==> src/rtl/mdt_pkg.sv <==
package mdt_pkg;
   typedef enum logic [2:0] {
      MD_TIMER  = 3'd0,
      MD_PULSE  = 3'd1,
      MD_EVENT  = 3'd2,
      MD_WIDTH  = 3'd3,
      MD_PERIOD = 3'd4
   } mdt_mode_e;

   localparam logic [2:0] A_COUNT = 3'd0;
   localparam logic [2:0] A_CMPA  = 3'd1;
   localparam logic [2:0] A_CMPB  = 3'd2;
   localparam logic [2:0] A_CTRL  = 3'd3;
   localparam logic [2:0] A_MODE  = 3'd4;
   localparam logic [2:0] A_IO    = 3'd5;
   localparam logic [2:0] A_CAPT  = 3'd6;

   localparam int CB_START = 0;
   localparam int CB_STAT  = 1;
   localparam int CB_STOP  = 2;
   localparam int CB_EDGE  = 4;
   localparam int CB_UNDF  = 5;
   localparam int CB_CMPA  = 6;
   localparam int CB_CMPB  = 7;

   typedef struct packed {
      logic en;
      logic oe;
      logic pol;
   } cmp_cfg_t;
endpackage

==> src/rtl/mdt_tick_gen.sv <==
module mdt_tick_gen #(
   parameter int FAST_DIV = 2,
   parameter int SLOW_DIV = 8,
   parameter int PRE_W    = 3
)(
   input  logic             clk,
   input  logic             rst_n,
   input  logic             run,
   input  logic [2:0]       src,
   input  logic [PRE_W-1:0] pre,
   input  logic             lo_a,
   input  logic             lo_b,
   input  logic             casc,
   output logic             tick
);
   localparam int DIV_W  = $clog2(SLOW_DIV);
   localparam int FAST_W = $clog2(FAST_DIV);
   localparam int PCNT_W = (1 << PRE_W) - 1;

   if (SLOW_DIV < 2 || (SLOW_DIV & (SLOW_DIV - 1)) != 0) begin : g_bad_slow
      $error("SLOW_DIV must be a power of two of at least 2");
   end
   if (FAST_DIV < 2 || (FAST_DIV & (FAST_DIV - 1)) != 0 || FAST_DIV > SLOW_DIV) begin : g_bad_fast
      $error("FAST_DIV must be a power of two between 2 and SLOW_DIV");
   end

   logic [DIV_W-1:0] div_q;
   logic             fast_t, slow_t;
   logic [1:0]       raw_in, pre_tick;

   always_ff @(posedge clk or negedge rst_n) begin
      if (!rst_n)   div_q <= '0;
      else if (!run) div_q <= '0;
      else          div_q <= div_q + 1'b1;
   end

   assign fast_t = run && (div_q[FAST_W-1:0] == {FAST_W{1'b1}});
   assign slow_t = run && (div_q == {DIV_W{1'b1}});
   assign raw_in = {lo_b, lo_a};

   for (genvar g = 0; g < 2; g++) begin : g_pre
      logic [PCNT_W-1:0] pc_q;
      logic [PCNT_W-1:0] mask;
      logic              wrap;
      assign mask = PCNT_W'((32'd1 << pre) - 32'd1);
      assign wrap = ((pc_q & mask) == mask);
      always_ff @(posedge clk or negedge rst_n) begin
         if (!rst_n)         pc_q <= '0;
         else if (!run)      pc_q <= '0;
         else if (raw_in[g]) pc_q <= wrap ? '0 : pc_q + 1'b1;
      end
      assign pre_tick[g] = run && raw_in[g] && wrap;
   end

   always_comb begin
      case (src)
         3'd0:    tick = run;
         3'd1:    tick = slow_t;
         3'd3:    tick = fast_t;
         3'd4:    tick = pre_tick[0];
         3'd5:    tick = run && casc;
         3'd6:    tick = pre_tick[1];
         default: tick = 1'b0;
      endcase
   end
endmodule

==> src/rtl/mdt_in_cond.sv <==
module mdt_in_cond #(
   parameter int SYNC = 2
)(
   input  logic clk,
   input  logic rst_n,
   input  logic ext_in,
   input  logic gate_in,
   input  logic invert,
   output logic lvl,
   output logic rise,
   output logic fall,
   output logic gate_lvl
);
   if (SYNC < 2) begin : g_bad_sync
      $error("SYNC must be at least 2");
   end

   logic [SYNC-1:0] s_ext, s_gate;
   logic            prev_q;

   always_ff @(posedge clk or negedge rst_n) begin
      if (!rst_n) begin
         s_ext  <= '0;
         s_gate <= '0;
         prev_q <= 1'b0;
      end else begin
         s_ext  <= {s_ext[SYNC-2:0], ext_in};
         s_gate <= {s_gate[SYNC-2:0], gate_in};
         prev_q <= lvl;
      end
   end

   assign lvl      = s_ext[SYNC-1] ^ invert;
   assign rise     = lvl & ~prev_q;
   assign fall     = ~lvl & prev_q;
   assign gate_lvl = s_gate[SYNC-1];
endmodule

==> src/rtl/mdt_core.sv <==
module mdt_core
   import mdt_pkg::*;
#(
   parameter int CW = 16
)(
   input  logic          clk,
   input  logic          rst_n,
   input  logic          run_i,
   input  logic [2:0]    mode_i,
   input  logic          src_tick_i,
   input  logic          lvl_i,
   input  logic          rise_i,
   input  logic          fall_i,
   input  logic          both_i,
   input  logic          gate_en_i,
   input  logic          gate_sel_i,
   input  logic          gate_lvl_i,
   input  logic          load_i,
   input  logic [CW-1:0] load_val_i,
   input  logic [CW-1:0] reload_i,
   input  logic [CW-1:0] cmp_a_i,
   input  logic [CW-1:0] cmp_b_i,
   input  cmp_cfg_t      cfg_a_i,
   input  cmp_cfg_t      cfg_b_i,
   input  logic          pulse_oe_i,
   output logic [CW-1:0] cnt_o,
   output logic [CW-1:0] capt_o,
   output logic          uf_o,
   output logic          cap_o,
   output logic          match_a_o,
   output logic          match_b_o,
   output logic          pulse_pin_o,
   output logic          pin_a_o,
   output logic          pin_b_o
);
   localparam logic [CW-1:0] TOP_VAL = {CW{1'b1}};

   logic          gate_ok, edge_ev, step, step_q;
   logic [CW-1:0] cnt_q, capt_q, cnt_next;
   logic          pulse_q;

   assign gate_ok = !gate_en_i || (gate_lvl_i == gate_sel_i);
   assign edge_ev = (rise_i || (both_i && fall_i)) && gate_ok;

   always_comb begin
      case (mode_i)
         MD_TIMER, MD_PULSE, MD_PERIOD: step = src_tick_i;
         MD_EVENT:                      step = edge_ev;
         MD_WIDTH:                      step = src_tick_i & lvl_i;
         default:                       step = 1'b0;
      endcase
   end

   assign cap_o    = run_i && (((mode_i == MD_WIDTH) && fall_i) || ((mode_i == MD_PERIOD) && rise_i));
   assign step_q   = run_i && step && !cap_o;
   assign uf_o     = step_q && (cnt_q == '0);
   assign cnt_next = uf_o ? reload_i : cnt_q - 1'b1;

   always_ff @(posedge clk or negedge rst_n) begin
      if (!rst_n) begin
         cnt_q  <= TOP_VAL;
         capt_q <= '0;
      end else begin
         if (load_i)      cnt_q <= load_val_i;
         else if (cap_o)  cnt_q <= TOP_VAL;
         else if (step_q) cnt_q <= cnt_next;
         if (cap_o) capt_q <= cnt_q;
      end
   end

   always_ff @(posedge clk or negedge rst_n) begin
      if (!rst_n)                            pulse_q <= 1'b0;
      else if (!run_i)                       pulse_q <= 1'b0;
      else if (uf_o && (mode_i == MD_PULSE)) pulse_q <= ~pulse_q;
   end

   logic [CW-1:0] cmp_v [2];
   cmp_cfg_t      cfg_v [2];
   logic [1:0]    match_v, pin_v;
   assign cmp_v[0] = cmp_a_i;
   assign cmp_v[1] = cmp_b_i;
   assign cfg_v[0] = cfg_a_i;
   assign cfg_v[1] = cfg_b_i;

   for (genvar c = 0; c < 2; c++) begin : g_cmp
      logic out_q;
      assign match_v[c] = cfg_v[c].en && step_q && !uf_o && (cnt_next == cmp_v[c]);
      always_ff @(posedge clk or negedge rst_n) begin
         if (!rst_n)                out_q <= 1'b0;
         else if (!run_i || uf_o)   out_q <= cfg_v[c].pol;
         else if (match_v[c])       out_q <= ~cfg_v[c].pol;
      end
      assign pin_v[c] = cfg_v[c].oe & out_q;
   end

   assign cnt_o       = cnt_q;
   assign capt_o      = capt_q;
   assign match_a_o   = match_v[0];
   assign match_b_o   = match_v[1];
   assign pin_a_o     = pin_v[0];
   assign pin_b_o     = pin_v[1];
   assign pulse_pin_o = pulse_oe_i & pulse_q;


   frozen_when_stopped_chk: assert property (@(posedge clk) disable iff (!rst_n)
      (!run_i && !load_i) |=> $stable(cnt_q));

   uf_reload_chk: assert property (@(posedge clk) disable iff (!rst_n)
      (uf_o && !load_i) |=> (cnt_q == $past(reload_i)));

   capture_restart_chk: assert property (@(posedge clk) disable iff (!rst_n)
      (cap_o && !load_i) |=> (cnt_q == TOP_VAL));
endmodule

==> src/rtl/mm_down_timer.sv <==
module mm_down_timer
   import mdt_pkg::*;
#(
   parameter int CW       = 16,
   parameter int FAST_DIV = 2,
   parameter int SLOW_DIV = 8,
   parameter int PRE_W    = 3,
   parameter int SYNC     = 2
)(
   input  logic          clk,
   input  logic          rst_n,
   input  logic          reg_we,
   input  logic [2:0]    reg_addr,
   input  logic [CW-1:0] reg_wdata,
   output logic [CW-1:0] reg_rdata,
   input  logic          lo_tick_a,
   input  logic          lo_tick_b,
   input  logic          casc_in,
   input  logic          ext_in,
   input  logic          gate_in,
   output logic          uf_pulse,
   output logic          pulse_pin,
   output logic          cmp_a_pin,
   output logic          cmp_b_pin
);
   localparam int PRE_LSB = 8;

   if (CW < PRE_LSB + PRE_W || CW < 11) begin : g_bad_cw
      $error("CW too narrow for the mode and I/O fields");
   end

   logic [CW-1:0]    reload_q, cmpa_q, cmpb_q, cnt, capt;
   logic             start_q, run_q;
   logic             f_edge, f_undf, f_cmpa, f_cmpb;
   logic [2:0]       mode_q, src_q;
   logic             both_q;
   logic [PRE_W-1:0] pre_q;
   logic             inv_q, poe_q, gen_q, ghi_q;
   cmp_cfg_t         cfg_a_q, cfg_b_q;

   logic wr_ctrl, stop_wr, load;
   logic src_tick, lvl, rise, fall, gate_lvl;
   logic uf, cap, match_a, match_b;

   assign wr_ctrl = reg_we && (reg_addr == A_CTRL);
   assign stop_wr = wr_ctrl && reg_wdata[CB_STOP];
   assign load    = reg_we && (reg_addr == A_COUNT);

   function automatic logic flag_nxt(input logic cur, input logic set, input logic clr);
      return set | (cur & ~clr);
   endfunction

   always_ff @(posedge clk or negedge rst_n) begin
      if (!rst_n) begin
         reload_q <= '1;
         cmpa_q   <= '1;
         cmpb_q   <= '1;
         start_q  <= 1'b0;
         run_q    <= 1'b0;
         f_edge   <= 1'b0;
         f_undf   <= 1'b0;
         f_cmpa   <= 1'b0;
         f_cmpb   <= 1'b0;
         mode_q   <= '0;
         src_q    <= '0;
         both_q   <= 1'b0;
         pre_q    <= '0;
         inv_q    <= 1'b0;
         poe_q    <= 1'b0;
         gen_q    <= 1'b0;
         ghi_q    <= 1'b0;
         cfg_a_q  <= '0;
         cfg_b_q  <= '0;
      end else begin
         run_q  <= stop_wr ? 1'b0 : start_q;
         if (wr_ctrl) start_q <= reg_wdata[CB_START] & ~reg_wdata[CB_STOP];
         f_edge <= flag_nxt(f_edge, cap,     wr_ctrl & ~reg_wdata[CB_EDGE]);
         f_undf <= flag_nxt(f_undf, uf,      wr_ctrl & ~reg_wdata[CB_UNDF]);
         f_cmpa <= flag_nxt(f_cmpa, match_a, wr_ctrl & ~reg_wdata[CB_CMPA]);
         f_cmpb <= flag_nxt(f_cmpb, match_b, wr_ctrl & ~reg_wdata[CB_CMPB]);
         if (reg_we) begin
            case (reg_addr)
               A_COUNT: reload_q <= reg_wdata;
               A_CMPA:  cmpa_q   <= reg_wdata;
               A_CMPB:  cmpb_q   <= reg_wdata;
               A_MODE: begin
                  mode_q <= reg_wdata[2:0];
                  both_q <= reg_wdata[3];
                  src_q  <= reg_wdata[6:4];
                  pre_q  <= reg_wdata[PRE_LSB +: PRE_W];
               end
               A_IO: begin
                  inv_q   <= reg_wdata[0];
                  poe_q   <= reg_wdata[1];
                  gen_q   <= reg_wdata[2];
                  ghi_q   <= reg_wdata[3];
                  cfg_a_q <= '{en: reg_wdata[4], oe: reg_wdata[5], pol: reg_wdata[6]};
                  cfg_b_q <= '{en: reg_wdata[8], oe: reg_wdata[9], pol: reg_wdata[10]};
               end
               default: ;
            endcase
         end
      end
   end

   mdt_tick_gen #(.FAST_DIV(FAST_DIV), .SLOW_DIV(SLOW_DIV), .PRE_W(PRE_W)) u_tick (
      .clk(clk), .rst_n(rst_n), .run(run_q), .src(src_q), .pre(pre_q),
      .lo_a(lo_tick_a), .lo_b(lo_tick_b), .casc(casc_in), .tick(src_tick)
   );

   mdt_in_cond #(.SYNC(SYNC)) u_in (
      .clk(clk), .rst_n(rst_n), .ext_in(ext_in), .gate_in(gate_in), .invert(inv_q),
      .lvl(lvl), .rise(rise), .fall(fall), .gate_lvl(gate_lvl)
   );

   mdt_core #(.CW(CW)) u_core (
      .clk(clk), .rst_n(rst_n), .run_i(run_q), .mode_i(mode_q), .src_tick_i(src_tick),
      .lvl_i(lvl), .rise_i(rise), .fall_i(fall), .both_i(both_q),
      .gate_en_i(gen_q), .gate_sel_i(ghi_q), .gate_lvl_i(gate_lvl),
      .load_i(load), .load_val_i(reg_wdata), .reload_i(reload_q),
      .cmp_a_i(cmpa_q), .cmp_b_i(cmpb_q), .cfg_a_i(cfg_a_q), .cfg_b_i(cfg_b_q),
      .pulse_oe_i(poe_q), .cnt_o(cnt), .capt_o(capt), .uf_o(uf), .cap_o(cap),
      .match_a_o(match_a), .match_b_o(match_b), .pulse_pin_o(pulse_pin),
      .pin_a_o(cmp_a_pin), .pin_b_o(cmp_b_pin)
   );

   assign uf_pulse = uf;

   always_comb begin
      reg_rdata = '0;
      case (reg_addr)
         A_COUNT: reg_rdata = cnt;
         A_CMPA:  reg_rdata = cmpa_q;
         A_CMPB:  reg_rdata = cmpb_q;
         A_CTRL:  reg_rdata[7:0] = {f_cmpb, f_cmpa, f_undf, f_edge, 1'b0, 1'b0, run_q, start_q};
         A_MODE:  begin
            reg_rdata[2:0] = mode_q;
            reg_rdata[3]   = both_q;
            reg_rdata[6:4] = src_q;
            reg_rdata[PRE_LSB +: PRE_W] = pre_q;
         end
         A_IO:    reg_rdata[10:0] = {cfg_b_q.pol, cfg_b_q.oe, cfg_b_q.en, 1'b0,
                                     cfg_a_q.pol, cfg_a_q.oe, cfg_a_q.en,
                                     ghi_q, gen_q, poe_q, inv_q};
         A_CAPT:  reg_rdata = capt;
         default: reg_rdata = '0;
      endcase
   end


   uf_sets_flag_chk: assert property (@(posedge clk) disable iff (!rst_n)
      uf |=> f_undf);

   match_sets_flag_chk: assert property (@(posedge clk) disable iff (!rst_n)
      (match_a || match_b) |=> ((f_cmpa || !$past(match_a)) && (f_cmpb || !$past(match_b))));

   stop_clears_status_chk: assert property (@(posedge clk) disable iff (!rst_n)
      stop_wr |=> !run_q);
endmodule

==> config.mk <==
export PLATFORM = sky130hd
export DESIGN_NAME = mm_down_timer
export DESIGN_NICKNAME = d
export VERILOG_FILES = /design/src/rtl/mdt_pkg.sv /design/src/rtl/mdt_tick_gen.sv /design/src/rtl/mdt_in_cond.sv /design/src/rtl/mdt_core.sv /design/src/rtl/mm_down_timer.sv
export SDC_FILE = /design/constraint.sdc
export NUM_CORES = 1
export LEC_CHECK = 0
export CORE_UTILIZATION = 25
export DETAILED_ROUTE_END_ITERATION = 10
export GPL_TIMING_DRIVEN = 0
export PLACE_DENSITY = 0.4
export SLEW_MARGIN = 5
export SYNTH_ARGS = -nofsm -noshare
export SYNTH_HDL_FRONTEND = slang
export SYNTH_SLANG_ARGS = --single-unit
==> constraint.sdc <==
create_clock -name clk -period 3.6 [get_ports clk]
set_clock_uncertainty 0.15 [all_clocks]
set_input_delay 1.08 -clock clk [delete_from_list [all_inputs] [get_ports clk]]
set_output_delay 1.08 -clock clk [all_outputs]
set_load 0.02 [all_outputs]
# == Yosys cells after proc, flatten, opt, wreduce, memory -nomap -nowiden ==
# Cells that the tools add are included.
# op_classes
addsub,5
multipliers,0
div,0
magnitude_cmp,0
n_eq_ne,24
shift,1
muxes,24
bitwise,36
reduce_logical,46
# ops
operator,n
2-to-1 mux 16 bit,4
case mux 7 bit (7 select lines),1
2-to-1 mux 7 bit,6
== test 16 bit,2
logical AND 1 bit,25
"== test 3 bit, second input constant",8
case mux 5 bit (4 select lines),1
case mux 3 bit (6 select lines),1
logical NOT 16 bit,1
"subtractor 16 x 1 -> 16 bit, second input constant",1
bitwise AND 1 bit,15
"== test 3 x 2 -> 1 bit, second input constant",5
"adder 7 x 1 -> 7 bit, second input constant",2
bitwise AND 7 bit,2
== test 7 bit,2
NOT 1 bit,14
AND reduction 2 bit,5
"== test 3 x 1 -> 1 bit, second input constant",3
logical NOT 3 bit,3
2-to-1 mux 1 bit,7
"<< shifter 1 x 3 -> 7 bit, first input constant",1
"subtractor 7 x 1 -> 7 bit, second input constant",1
case mux 1 bit (6 select lines),1
case mux 1 bit (5 select lines),1
13 further kinds,24
# word_totals
reg_bits,131
latch_bits,0
ram_bits,0
rom_bits,0
in_bits,27
out_inout_bits,20
word_cells,170
n_memories,0

# == Longest topological paths before layout ==
# depth
depth_word,16
mapped_depth,17
ltp_nobuf,13

# == Cells and area by module ==
# Synthesis repeated with hierarchy kept, for this count alone.
# hier_totals
cells_unflattened,778
area_unflattened_um2,7902.6
# modules_own_cells
module,instances,cells_each,area_per_inst_um2,seq_area_each_um2
mm_down_timer,1,276,3716.1,1911.8
mdt_core,1,363,2937.8,895.9
mdt_tick_gen,1,130,1101.1,425.4
mdt_in_cond,1,9,147.6,125.1

# == Worst setup path after synthesis ==
# No wires, ideal clock.
# synth_path
path_kind,in2out
startpoint,input reg_addr[0]
endpoint,output reg_rdata[12]
arrival_time_ps,2652
required_time_ps,2370
path_slack_ps,-282
cell_stages,6
n_path_buf,2
cell_sequence,buf_1 > clkbuf_1 > mux2i_1 > nor2_1 > a21oi_1 > o21ai_0
# synth_via
elab_chain_len,2
word_cells_on_any_way,5
cone_classes,eq/ne: 3; mux: 1; reduce/logical: 1
# synth_lines
element,line,rtl
from (decl),mm_down_timer.sv:13,"input logic [2:0] reg_addr,"
== test 3 bit (tied with other cells),mm_down_timer.sv:131,case (reg_addr)
case mux 5 bit (4 select lines) *,mm_down_timer.sv:131,
to (decl),mm_down_timer.sv:15,"output logic [CW-1:0] reg_rdata,"
# Mark *: on every way between the ends. The rest lies on a longest branch, timed or not.

# == Worst setup path after layout ==
# layout_path
startpoint,register pre_q[2]
endpoint,output uf_pulse
# layout_via
elab_chain_len,11
word_cells_on_any_way,14
cone_classes,add/sub: 1; eq/ne: 2; shift: 1; mux: 2; bitwise: 3; reduce/logical: 5
# layout_lines
element,line,rtl
from (decl),mm_down_timer.sv:37,logic [PRE_W-1:0] pre_q;
from (signal assigned),mm_down_timer.sv:90,pre_q <= reg_wdata[PRE_LSB +: PRE_W];
<< shifter 1 x 3 -> 7 bit *,mdt_tick_gen.sv:45,assign mask = PCNT_W'((32'd1 << pre) - 32'd1);
subtractor 7 x 1 -> 7 bit *,mdt_tick_gen.sv:45,
bitwise AND 7 bit,mdt_tick_gen.sv:46,assign wrap = ((pc_q & mask) == mask);
== test 7 bit,mdt_tick_gen.sv:46,
logical AND 1 bit,mdt_tick_gen.sv:52,assign pre_tick[g] = run && raw_in[g] && wrap;
case mux 1 bit (6 select lines) *,mdt_tick_gen.sv:56,case (src)
bitwise AND 1 bit,mdt_core.sv:49,MD_WIDTH: step = src_tick_i & lvl_i;
case mux 1 bit (3 select lines) *,mdt_core.sv:46,case (mode_i)
logical AND 1 bit * (2 in series),mdt_core.sv:55,assign step_q = run_i && step && !cap_o;
logical AND 1 bit *,mdt_core.sv:56,assign uf_o = step_q && (cnt_q == '0);
to (decl),mm_down_timer.sv:21,"output logic uf_pulse,"
# Marked as above.

==> impl_metrics.env <==
export IMPL_startpoint_type="register"
export IMPL_clock_latency_ps=430
export IMPL_holdPathEnd="u_in.s_gate[1]"
export IMPL_avgSynthCellArea_sq_um=10.1
export IMPL_min_period_ps=4120
export IMPL_cp_arrival_ps=2890
export IMPL_violations="setup timing"
export IMPL_rr_worst_depth=19
export IMPL_first_global_vias=6523
export IMPL_powerDensity_mw_per_mm2=589
export IMPL_grt_usage_pct=18.8
export IMPL_wirelength_mm=28.4
export IMPL_grt_max_degree=71
export IMPL_synth_seq_cells=131
export IMPL_slowest_stage="dfrtp_1"
export IMPL_post_drt_via_cell_ratio=5.02
export IMPL_min_from="u_in.s_gate[0]"
export IMPL_p_switching_mw=2.08
export IMPL_cts_sinks=131
export IMPL_diodes=0
export IMPL_p_sw_share_pct=34.8
export IMPL_yosysWarnings=0
export IMPL_ys_seq_area_share_pct=43.0
export IMPL_hold_viol_final=0
export IMPL_cts_hold_buffers=0
export IMPL_die_area_sq_mm=0.0319
export IMPL_synth_distinct_cells=85
export IMPL_ys_flop_type="dfrtp_1"
export IMPL_cap_violations=0
export IMPL_numCtsBuffers=17
export IMPL_comb_power_share_pct=30.3
export IMPL_ir_worst_vdd_mv=0.314
export IMPL_num_nets_final=905
export IMPL_setup_viol=6
export IMPL_rows=64
export IMPL_drive_gt1_share_pct=37.3
export IMPL_root_buffer="clkbuf_16"
export IMPL_num_vias=6434
export IMPL_synthCells=769
export IMPL_detailed_place_hpwl_mm=20.2
export IMPL_start_util_pct=25.4
export IMPL_p_clk_share_pct=30.8
export IMPL_h_tree_depth=4
export IMPL_r2r_start="pre_q[2]"
export IMPL_critical_path_required_ps=2370
export IMPL_setup_ws_ps=-516
export IMPL_clk_pin_slew_ps=60
export IMPL_cpMostUsedCell="buf_6"
export IMPL_cp_slowest_stage_delay_ps=380
export IMPL_holdWs_ps=199
export IMPL_final_area_sq_mm=0.0101
export IMPL_critPathKind="register to output pin"
export IMPL_syn_nets=802
export IMPL_cts_tree="built"
export IMPL_status="finished, violations left"
export IMPL_synth_edf_count=0
export IMPL_grt_ovfl_total=0
export IMPL_pin_count=47
export IMPL_die_h_um=179
export IMPL_r2r_end="u_core.g_cmp[0].out_q"
export IMPL_die_w_um=179
export IMPL_fin_crit_sh_pct=114
export IMPL_min_path_type="register to register"
export IMPL_ant_nets=0
export IMPL_gp_congestion=0.854
export IMPL_crit_chain="buf_6 -> nor3_4 -> inv_2 -> ha_4 -> or3_4 -> a211oi_2 -> nor3_2 -> and4_1 -> buf_6 -> o31a_1 -> buf_6"
export IMPL_syn_area_sq_mm=0.00780
export IMPL_cp_max_fo=7
export IMPL_maxSlewHeadroom_pct=35.0
export IMPL_finalSetupTns_ps=-1670
export IMPL_p_int_mw=3.90
export IMPL_worst_slew_pin_slew_ps=969
export IMPL_cp_num_buf_inv=4
export IMPL_max_freq_ghz=0.243
export IMPL_end_kind="output pin"
export IMPL_rsz0062_at_grt="true"
export IMPL_drc=0
export IMPL_drt_initial_drc_count=333
export IMPL_slew_viol_final=0
export IMPL_path_delay_family="simple AND/OR/NAND/NOR gates"
export IMPL_clk_path_buf_depth=2
export IMPL_ff2ff_setup_slack_ps=-370
export IMPL_sequentialPowerShare_pct=38.9
export IMPL_dpl_cell_area_sq_mm=0.00882
export IMPL_wl_per_cell_um=22.1
export IMPL_core_area_sq_mm=0.0307
export IMPL_antenna_found_initial=0
export IMPL_grt_pass1_wl_mm=42.9
export IMPL_dr_pass1_iters=5
export IMPL_area_growth_pct=29.9
export IMPL_total_power_mw=5.98
export IMPL_power_leakage_nw=4.09
export IMPL_async_flop_share_pct=100
export IMPL_num_fill_cells=3143
export IMPL_numPortBuffers=46
export IMPL_hold_path_depth=0
layout by cell type, fill, tap and decap left out, types with 8 or more instances in the layout:
master / instances
a211oi_1: 8
a21oi_1: 38
and2_1: 9
buf_4: 40
buf_6: 14
clkbuf_1: 15
clkbuf_16: 20
clkdlybuf4s50_1: 25
dfrtp_1: 66
dfstp_2: 64
inv_1: 21
mux2_2: 76
mux2i_1: 20
nand2_1: 56
nand2b_1: 12
nand3_1: 17
nor2_1: 66
o211ai_1: 8
o21ai_0: 41
xnor2_1: 24
xor2_1: 16
state kept, by name (all words and copies together), names as in the netlist, 2 cells and up:
name	cells
cmpa_q	16
cmpb_q	16
reload_q	16
u_core.capt_o	16
u_core.cnt_o	16
u_tick.g_pre.pc_q	14
cfg_a_q	3
cfg_b_q	3
mode_q	3
pre_q	3
src_q	3
u_tick.div_q	3
u_core.g_cmp.out_q	2
u_in.s_ext	2
u_in.s_gate	2
how the worst max path moves through the flow:
| stage | depth (start not counted) | endpoint | slack (ps) | startpoint |
|---|---|---|---|---|
| floorplan | 11 | uf_pulse | -70 | pre_q[2] |
| global placement | 1 | pre_q[1] | -5000 | rst_n |
| detailed placement | 7 | reg_rdata[3] | -1720 | reg_addr[1] |
| CTS | 11 | uf_pulse | -600 | pre_q[1] |
| global route | 11 | uf_pulse | -620 | pre_q[2] |
| finish | 11 | uf_pulse | -520 | pre_q[2] |
area by class of cell:
cell class	count	area [sq um]	area share (%)
plain buffers	43	382	3.76
clock buffers	17	425	4.20
clock inverters	15	181	1.79
inverters	24	98.8	0.975
multi-input cells	569	4410	43.5
flip-flops and latches	131	3360	33.1
well taps	396	495	4.89
repair buffers	86	786	7.75
per-layer routing:
metal	vias to the layer above	GRT usage [%]	wire (um)
met4	0	4.10	224
met2	144	30.2	13400
li1	3004	-	-
met3	14	3.58	1170
met1	3272	26.1	13600
met5	-	0	0
cell usage after synthesis, types with 3 or more instances:
library cell	count	area [sq um]
a211oi_1	10	75.1
a21oi_1	42	210
a22oi_1	6	45.0
a31oi_1	3	18.8
a41oi_1	4	35.0
and2_1	10	62.6
and3_1	7	43.8
and4_1	3	26.3
buf_1	8	30.0
buf_2	6	30.0
buf_6	3	33.8
clkbuf_1	25	93.8
dfrtp_1	67	1680
dfstp_2	64	1680
ha_1	6	75.1
inv_1	23	86.3
mux2_2	76	856
mux2i_1	22	220
mux4_2	6	135
nand2_1	59	221
nand2b_1	12	75.1
nand3_1	18	90.1
nand3b_1	4	30.0
nand4_1	6	37.5
nor2_1	72	270
nor2b_1	7	43.8
nor3_1	6	30.0
nor3b_1	6	45.0
nor4_1	4	25.0
o211ai_1	8	60.1
o21a_1	3	22.5
o21ai_0	46	230
o21ai_1	5	25.0
o22ai_1	6	37.5
o311ai_0	3	26.3
o31ai_1	3	22.5
or2_2	4	25.0
or3_1	5	31.3
or4_1	4	30.0
xnor2_1	24	210
xor2_1	16	140
repair_timing:
action / CTS / global route
pin swaps: 17 / 18
setup endpoints to repair: 54 / 42
gates resized for setup: 163 / 41
buffers inserted: 29 / 11
power groups by stage:
stage          Clock, mW  Sequential, mW  Combinational, mW
6_report            1.84            2.32               1.81
4_1_cts             1.88            2.31               1.76
3_3_place_gp           0            2.33               1.63
5_1_grt             1.95            2.37               1.97
2_1_floorplan          0            2.17               1.17
3_5_place_dp           0            2.33               1.64
per-stage QoR:
stage	cells	setup WS, ps	utilization, %
after floorplan	769	-67.4	-
after global placement	1211	-5000	28.7
after detailed placement	1212	-1720	28.8
after CTS	1272	-601	32.4
after global routing	1281	-622	33.1
final	1281	-516	33.1
kinds of logic after synthesis:
logic type	synth area share (%)
buffers and inverters	3.85
multiplexers	16.2
flip-flops	43.0
adder cells (fa/ha/maj)	0.962
AND/OR/NAND/NOR	16.5
AO/OA/AOI/OAI	14.5
XOR/XNOR	4.91
Power figures use the tool's default switching activity.
